$ cat src/rtl/gpio_bank_pkg.sv
// Package: register offsets shared by the GPIO bank and its checker.
package gpio_bank_pkg;
    localparam int unsigned OFF_DRIVE  = 'h00;
    localparam int unsigned OFF_DIR    = 'h04;
    localparam int unsigned OFF_BLINK  = 'h08;
    localparam int unsigned OFF_POL    = 'h0C;
    localparam int unsigned OFF_STATE  = 'h10;
    localparam int unsigned OFF_CAUSE  = 'h14;
    localparam int unsigned OFF_EMASK  = 'h18;
    localparam int unsigned OFF_LMASK  = 'h1C;
endpackage

$ cat src/rtl/gpio_sync2.sv
// Two-flop synchronizer for a vector of independent asynchronous inputs.
// Assumes each bit is treated separately; no bus coherency is implied.
module gpio_sync2 #(
    parameter int W = 32
) (
    input  logic         clk,
    input  logic         rst_n,
    input  logic [W-1:0] d,
    output logic [W-1:0] q
);
    logic [W-1:0] meta;

    // Two register stages; both clear on reset.
    always_ff @(posedge clk) begin
        if (!rst_n) begin
            meta <= '0;
            q    <= '0;
        end else begin
            meta <= d;
            q    <= meta;
        end
    end
endmodule

$ cat src/rtl/gpio_blink_div.sv
// Free-running divider producing a square wave that flips every
// HALF_PERIOD cycles. Shared by all blinking lines. Assumes HALF_PERIOD >= 1.
module gpio_blink_div #(
    parameter int HALF_PERIOD = 1024
) (
    input  logic clk,
    input  logic rst_n,
    output logic phase
);
    localparam int CW = (HALF_PERIOD > 1) ? $clog2(HALF_PERIOD) : 1;
    localparam logic [CW-1:0] LAST = CW'(HALF_PERIOD - 1);

    logic [CW-1:0] cnt;

    // Count to the half period, then wrap and flip the phase.
    always_ff @(posedge clk) begin
        if (!rst_n) begin
            cnt   <= '0;
            phase <= 1'b0;
        end else if (cnt == LAST) begin
            cnt   <= '0;
            phase <= ~phase;
        end else begin
            cnt <= cnt + 1'b1;
        end
    end
endmodule

$ cat src/rtl/gpio_edge_cause.sv
// Sticky rising-edge cause register. A bit is set one edge after its input
// goes 0 to 1. A clearing write drops the bits written as 0. A set in the
// same cycle as a clear wins.
module gpio_edge_cause #(
    parameter int W = 32
) (
    input  logic         clk,
    input  logic         rst_n,
    input  logic [W-1:0] level,
    input  logic         clr_we,
    input  logic [W-1:0] clr_keep,
    output logic [W-1:0] cause
);
    logic [W-1:0] level_d;
    logic [W-1:0] rise;
    logic [W-1:0] kept;

    // Detect 0-to-1 steps and select which bits survive a write.
    always_comb begin
        rise = level & ~level_d;
        kept = clr_we ? (cause & clr_keep) : cause;
    end

    // Remember the previous level and update the sticky causes.
    always_ff @(posedge clk) begin
        if (!rst_n) begin
            level_d <= '0;
            cause   <= '0;
        end else begin
            level_d <= level;
            cause   <= kept | rise;
        end
    end
endmodule

$ cat src/rtl/gpio_irq_bank.sv
// GPIO bank top: register file, pin drive with blink, synchronized and
// polarity-corrected inputs, and level/edge interrupt causes merged per
// group of GROUP_W lines. Assumes N_LINES <= DATA_W and reads are
// combinational on bus_addr.
module gpio_irq_bank
    import gpio_bank_pkg::*;
#(
    parameter int N_LINES     = 32,
    parameter int DATA_W      = 32,
    parameter int ADDR_W      = 6,
    parameter int GROUP_W     = 8,
    parameter int BLINK_HALF  = 1024,
    localparam int N_GROUPS   = (N_LINES + GROUP_W - 1) / GROUP_W
) (
    input  logic                clk,
    input  logic                rst_n,
    input  logic                bus_we,
    input  logic [ADDR_W-1:0]   bus_addr,
    input  logic [DATA_W-1:0]   bus_wdata,
    output logic [DATA_W-1:0]   bus_rdata,
    input  logic [N_LINES-1:0]  pin_in,
    output logic [N_LINES-1:0]  pin_out,
    output logic [N_LINES-1:0]  pin_oe,
    output logic [N_GROUPS-1:0] irq_grp
);
    localparam int PAD_W = N_GROUPS * GROUP_W;

    logic [N_LINES-1:0] drive_q, dir_q, blink_q, pol_q, emask_q, lmask_q;
    logic [N_LINES-1:0] pin_sync, state_w, cause_q, pend_w;
    logic [N_LINES-1:0] wdata_n;
    logic [PAD_W-1:0]   pend_pad;
    logic               cause_we;
    logic               blink_phase;

    assign wdata_n  = bus_wdata[N_LINES-1:0];
    assign cause_we = bus_we && (bus_addr == ADDR_W'(OFF_CAUSE));

    // Configuration register writes; direction resets to all inputs.
    always_ff @(posedge clk) begin
        if (!rst_n) begin
            drive_q <= '0;
            dir_q   <= '1;
            blink_q <= '0;
            pol_q   <= '0;
            emask_q <= '0;
            lmask_q <= '0;
        end else if (bus_we) begin
            case (bus_addr)
                ADDR_W'(OFF_DRIVE): drive_q <= wdata_n;
                ADDR_W'(OFF_DIR):   dir_q   <= wdata_n;
                ADDR_W'(OFF_BLINK): blink_q <= wdata_n;
                ADDR_W'(OFF_POL):   pol_q   <= wdata_n;
                ADDR_W'(OFF_EMASK): emask_q <= wdata_n;
                ADDR_W'(OFF_LMASK): lmask_q <= wdata_n;
                default: ;
            endcase
        end
    end

    gpio_sync2 #(.W(N_LINES)) u_sync (
        .clk   (clk),
        .rst_n (rst_n),
        .d     (pin_in),
        .q     (pin_sync)
    );

    assign state_w = pin_sync ^ pol_q;

    gpio_edge_cause #(.W(N_LINES)) u_cause (
        .clk      (clk),
        .rst_n    (rst_n),
        .level    (state_w),
        .clr_we   (cause_we),
        .clr_keep (wdata_n),
        .cause    (cause_q)
    );

    gpio_blink_div #(.HALF_PERIOD(BLINK_HALF)) u_blink (
        .clk   (clk),
        .rst_n (rst_n),
        .phase (blink_phase)
    );

    // Pin drive: blinking lines follow the divider, others the drive bit.
    always_comb begin
        for (int i = 0; i < N_LINES; i++) begin
            pin_out[i] = blink_q[i] ? blink_phase : drive_q[i];
        end
        pin_oe = ~dir_q;
    end

    // Per-line pending term from both interrupt sources.
    assign pend_w   = (state_w & lmask_q) | (cause_q & emask_q);
    assign pend_pad = PAD_W'(pend_w);

    genvar g;
    generate
        for (g = 0; g < N_GROUPS; g++) begin : g_grp
            assign irq_grp[g] = |pend_pad[g*GROUP_W +: GROUP_W];
        end
    endgenerate

    // Read multiplexer; unmapped offsets return zero.
    always_comb begin
        bus_rdata = '0;
        case (bus_addr)
            ADDR_W'(OFF_DRIVE): bus_rdata = DATA_W'(drive_q);
            ADDR_W'(OFF_DIR):   bus_rdata = DATA_W'(dir_q);
            ADDR_W'(OFF_BLINK): bus_rdata = DATA_W'(blink_q);
            ADDR_W'(OFF_POL):   bus_rdata = DATA_W'(pol_q);
            ADDR_W'(OFF_STATE): bus_rdata = DATA_W'(state_w);
            ADDR_W'(OFF_CAUSE): bus_rdata = DATA_W'(cause_q);
            ADDR_W'(OFF_EMASK): bus_rdata = DATA_W'(emask_q);
            ADDR_W'(OFF_LMASK): bus_rdata = DATA_W'(lmask_q);
            default: bus_rdata = '0;
        endcase
    end
endmodule

$ cat config.mk
export PLATFORM = sky130hd
export DESIGN_NAME = gpio_irq_bank
export DESIGN_NICKNAME = d
export VERILOG_FILES = /design/src/rtl/gpio_bank_pkg.sv /design/src/rtl/gpio_sync2.sv /design/src/rtl/gpio_blink_div.sv /design/src/rtl/gpio_edge_cause.sv /design/src/rtl/gpio_irq_bank.sv
export SDC_FILE = /design/constraint.sdc
export NUM_CORES = 1
export LEC_CHECK = 0
export BUFFER_PORTS_ARGS = -buffer_cell sky130_fd_sc_hd__buf_2
export CORE_MARGIN = 1
export CORE_UTILIZATION = 50
export DETAILED_ROUTE_END_ITERATION = 8
export PLACE_DENSITY = 0.84
export SLEW_MARGIN = 30
export SYNTH_ARGS = -nofsm -noshare
export SYNTH_HDL_FRONTEND = slang
export SYNTH_SLANG_ARGS = --single-unit
$ cat constraint.sdc
create_clock -name clk -period 2.3 [get_ports clk]
set_clock_uncertainty 0.1 [all_clocks]
set_input_delay 0.46 -clock clk [delete_from_list [all_inputs] [get_ports clk]]
set_output_delay 0.46 -clock clk [all_outputs]
set_load 0.005 [all_outputs]
==> run_results.csv <==
group,metric,value,unit
timing,slew_violations,0,
global_route,grt_max_degree,87,
pwr,power.leakage,7.62,nW
cts,cts_tree,"yes",
finish,antenna_cells,0,
timing,finalSetupViolCount,23,
cts,cts_buffers,36,
pwr,intPower,0.00955,W
timing,finalHoldViolCount,0,
timing,whs,55.4,ps
timing,post-route-period-util,107,%
timing,setup_ws,-171,ps
floorplan,fp.coreArea,28100,um^2
pwr,net-switching-power,0.00273,W
timing,slew_headroom,70.4,%
pwr,ir_drop,0.498,mV
logic_synthesis,synth.distinct_cells,40,
cts,clock-root-buffer,"clkbuf_16",
floorplan,dieArea,29600,um^2
logic_synthesis,syn_nets,1673,
pwr,finalPower,0.0123,W
drt,wl_per_cell,20.2,um
setup_path,worstSetupPathType,"reg2out",
global_route,grt_overflow,0,
timing,fin_crit,2470,ps
setup_path,critPathArrivalTime,1910,ps
cts,cts_sinks,331,
timing,setup-tns-final,-933,ps
placement,routabilityCongestion,0.911,
global_route,gr-usage-met1,35.9,%
logic_synthesis,synthCells,1599,
worst_hold_path,hold_path_startpoint,"pin_in[5]",
global_route,use_met2,45.0,%
logic_synthesis,synth_seq_cells,331,
finish,syn_to_final_growth,31.1,%
placement,dpl.hpwl,26.2,mm
logic_synthesis,synth_top_area_share,45.9,%
cts,clk_latency,510,ps
pwr,seqPwrFrac,48.3,%
global_route,grt_pass1_vias,11997,
pwr,p_sw_share,22.2,%
pwr,pwr-share-comb,6.8,%
finish,final_area,18900,um^2
drt,final_antenna_net_count,0,
placement,placedInstanceArea,16100,um^2
logic_synthesis,syn_area_per_cell,9.03,um^2
global_route,grt_pass1_wl,63.3,mm
setup_path,worstReg2RegStart,"u_blink.cnt[0]",
logic_synthesis,yosysTopAreaCell,"dfxtp_1",
floorplan,rows,61,
logic_synthesis,synth_area,14400,um^2
global_route,top_usage_layer,"met2",
drt,routed_wl,44.2,mm
timing,worstMarginPinSlew,431,ps
drt,firstDrtPassIters,5,
drt,dr.first_iter.drc_count,1124,
drt,remaining_drc_errors,0,
logic_synthesis,yosysSeqAreaShare,45.9,%
floorplan,chipWidth,172,um
flow_run,cap_violations,0,
worst_hold_path,hold_class,"in2reg",
placement,port_buffers,172,
timing,grt_setup_unrepaired,"true",
finish,layout-drive-gt1-share,29.5,%
timing,fmax,405,MHz
run_status,status,"finished, violations left",
setup_path,cp-startpoint,"pol_q[30]",
setup_path,rrSetupSlack,550,ps
finish,fin_nets,1868,
cts,htree_levels,2,
global_route,grt_usage,27.3,%
setup_path,required,1740,ps
global_route,grt.met3_usage,3.52,%
logic_synthesis,synth_warnings,0,
floorplan,die_h,172,um
cts,cts_max_path_buffers,3,
cts,path_clk_slew,60,ps
cts,holdBufCountCts,0,
run_status,violations,"setup timing",
pwr,clkPwrFrac,44.9,%
global_route,antenna_found_initial,1,
drt,vias,12729,
setup_path,end_kind,"output port",
drt,via_per_inst,5.81,
setup_path,startpoint_type,"flip-flop",
setup_path,cp_max_fo,3,
pwr,p_per_area,648,nW/um^2
floorplan,start_util,51.4,%
floorplan,pin_count,173,
logic_synthesis,synthTopCellsByArea,"dfxtp_1, nand2_1, mux2i_1",
-- final timing paths --
path | cells after the start | end
hold reg to reg | 1 | u_sync.q[22]
hold / removal | 2 | u_sync.meta[5]
setup reg to reg | 5 | u_blink.cnt[3]
setup / recovery | 5 | irq_grp[3]
-- synthesized netlist by cell type --
cell and n:
buf_1 11, nand4b_1 1, or4b_4 1, clkbuf_1 68
buf_4 3, inv_1 35, and2_1 101, xnor2_1 4
or3_1 1, and3b_1 1, buf_2 26, nand4_1 1
a21boi_1 44, buf_6 4, or4_4 1, ha_1 1
nand3_1 9, nor4b_4 1, and4b_1 1, nor3b_1 2
and2_0 2, nand2_1 359, nor3_1 2, o21ai_0 33
nor2_1 8, or2_2 32, a221oi_1 12, xor2_1 36
nor4_1 2, o22ai_1 64, a22oi_1 8, mux2_2 32
a21boi_0 149, mux2i_1 128, and3_1 5, nor4b_2 1
dfxtp_1 331, a22o_1 12, nand2b_1 35, o211ai_1 32
-- cells in the final DEF, fill, tap and decap left out, drive strengths merged, types with 2 or more instances in the layout --
master / synthesis / final
a21boi: 193 / 193
a221oi: 12 / 12
a22o: 12 / 12
a22oi: 8 / 8
and2: 103 / 103
and3: 5 / 5
buf: 44 / 264
clkbuf: 68 / 63
dfxtp: 331 / 331
inv: 35 / 35
mux2: 32 / 32
mux2i: 128 / 128
nand2: 359 / 359
nand2b: 35 / 35
nand3: 9 / 9
nor2: 8 / 8
nor3: 2 / 2
nor3b: 2 / 2
nor4: 2 / 2
nor4b: 2 / 2
o211ai: 32 / 32
o21ai: 33 / 33
o22ai: 64 / 64
or2: 32 / 32
xnor2: 4 / 4
xor2: 36 / 36
-- flip-flops by register name (all words and copies together), names as in the netlist, 10 cells and up --
register	flops
pol_q	32
u_cause.level_d	32
emask_q	32
u_sync.meta	32
u_sync.q	32
u_cause.cause	32
u_blink.cnt	10
blink_q	32
dir_q	32
lmask_q	32
drive_q	32
-- kinds of logic (layout without fill, tap and decap cells) --
group | count (synthesis) | in the layout | synth area share (%)
simple gates | 566 | 566 | 18.4
mux | 160 | 160 | 11.4
compound gates | 354 | 354 | 17.5
flops | 331 | 331 | 45.9
xor+xnor | 40 | 40 | 2.43
buf+inv | 147 | 362 | 4.33
fa+ha+maj | 1 | 1 | 0.0866
-- power groups by stage --
stage	combinational (W)	clock, W	sequential (W)
after floorplan	0.000409	0	0.00602
after global placement	0.000671	0	0.00604
after detailed placement	0.000689	0	0.00605
after CTS	0.000730	0.00556	0.00593
after global routing	0.000881	0.00583	0.00593
final	0.000833	0.00552	0.00593
-- final cells by class --
class,count,area (um^2)
Multi-Input combinational cell,1121,8250
Fill cell,1976,9150
Sequential cell,331,6710
Inverter,35,131
Timing Repair Buffer,269,2250
Clock buffer,58,1120
Tap cell,378,473
-- repair_timing --
action | in CTS | in global routing
pin swaps | 17 | 81
setup endpoints to repair | 36 | 36
hold endpoints to repair | 0 | 0
gates cloned | 0 | 6
setup buffers | 12 | 10
gates resized for setup | 102 | 190
-- metal layers --
layer	share of wire, %	wire length, um	vias up
met4	4.4	1940	0
met2	47	20800	634
met5	0	0	-
li1	-	-	5778
met1	41	18000	6182
met3	7.8	3450	135
-- worst max-delay path: stages, from the launching register on --
cell	delay, ps
dfxtp_4	360
xor2_4	190
a22o_1	220
a221oi_2	260
nand3_1	200
buf_2	170
-- metrics by stage --
stage | setup WS (ps) | utilization (%) | cells
after floorplan | -108 | - | 1599
after global placement | -146 | 57.2 | 2106
after detailed placement | -217 | 57.2 | 2106
after CTS | -64.6 | 63.3 | 2176
after global routing | -225 | 67.4 | 2192
final | -171 | 67.4 | 2192
(Power assumes the default switching activity.)
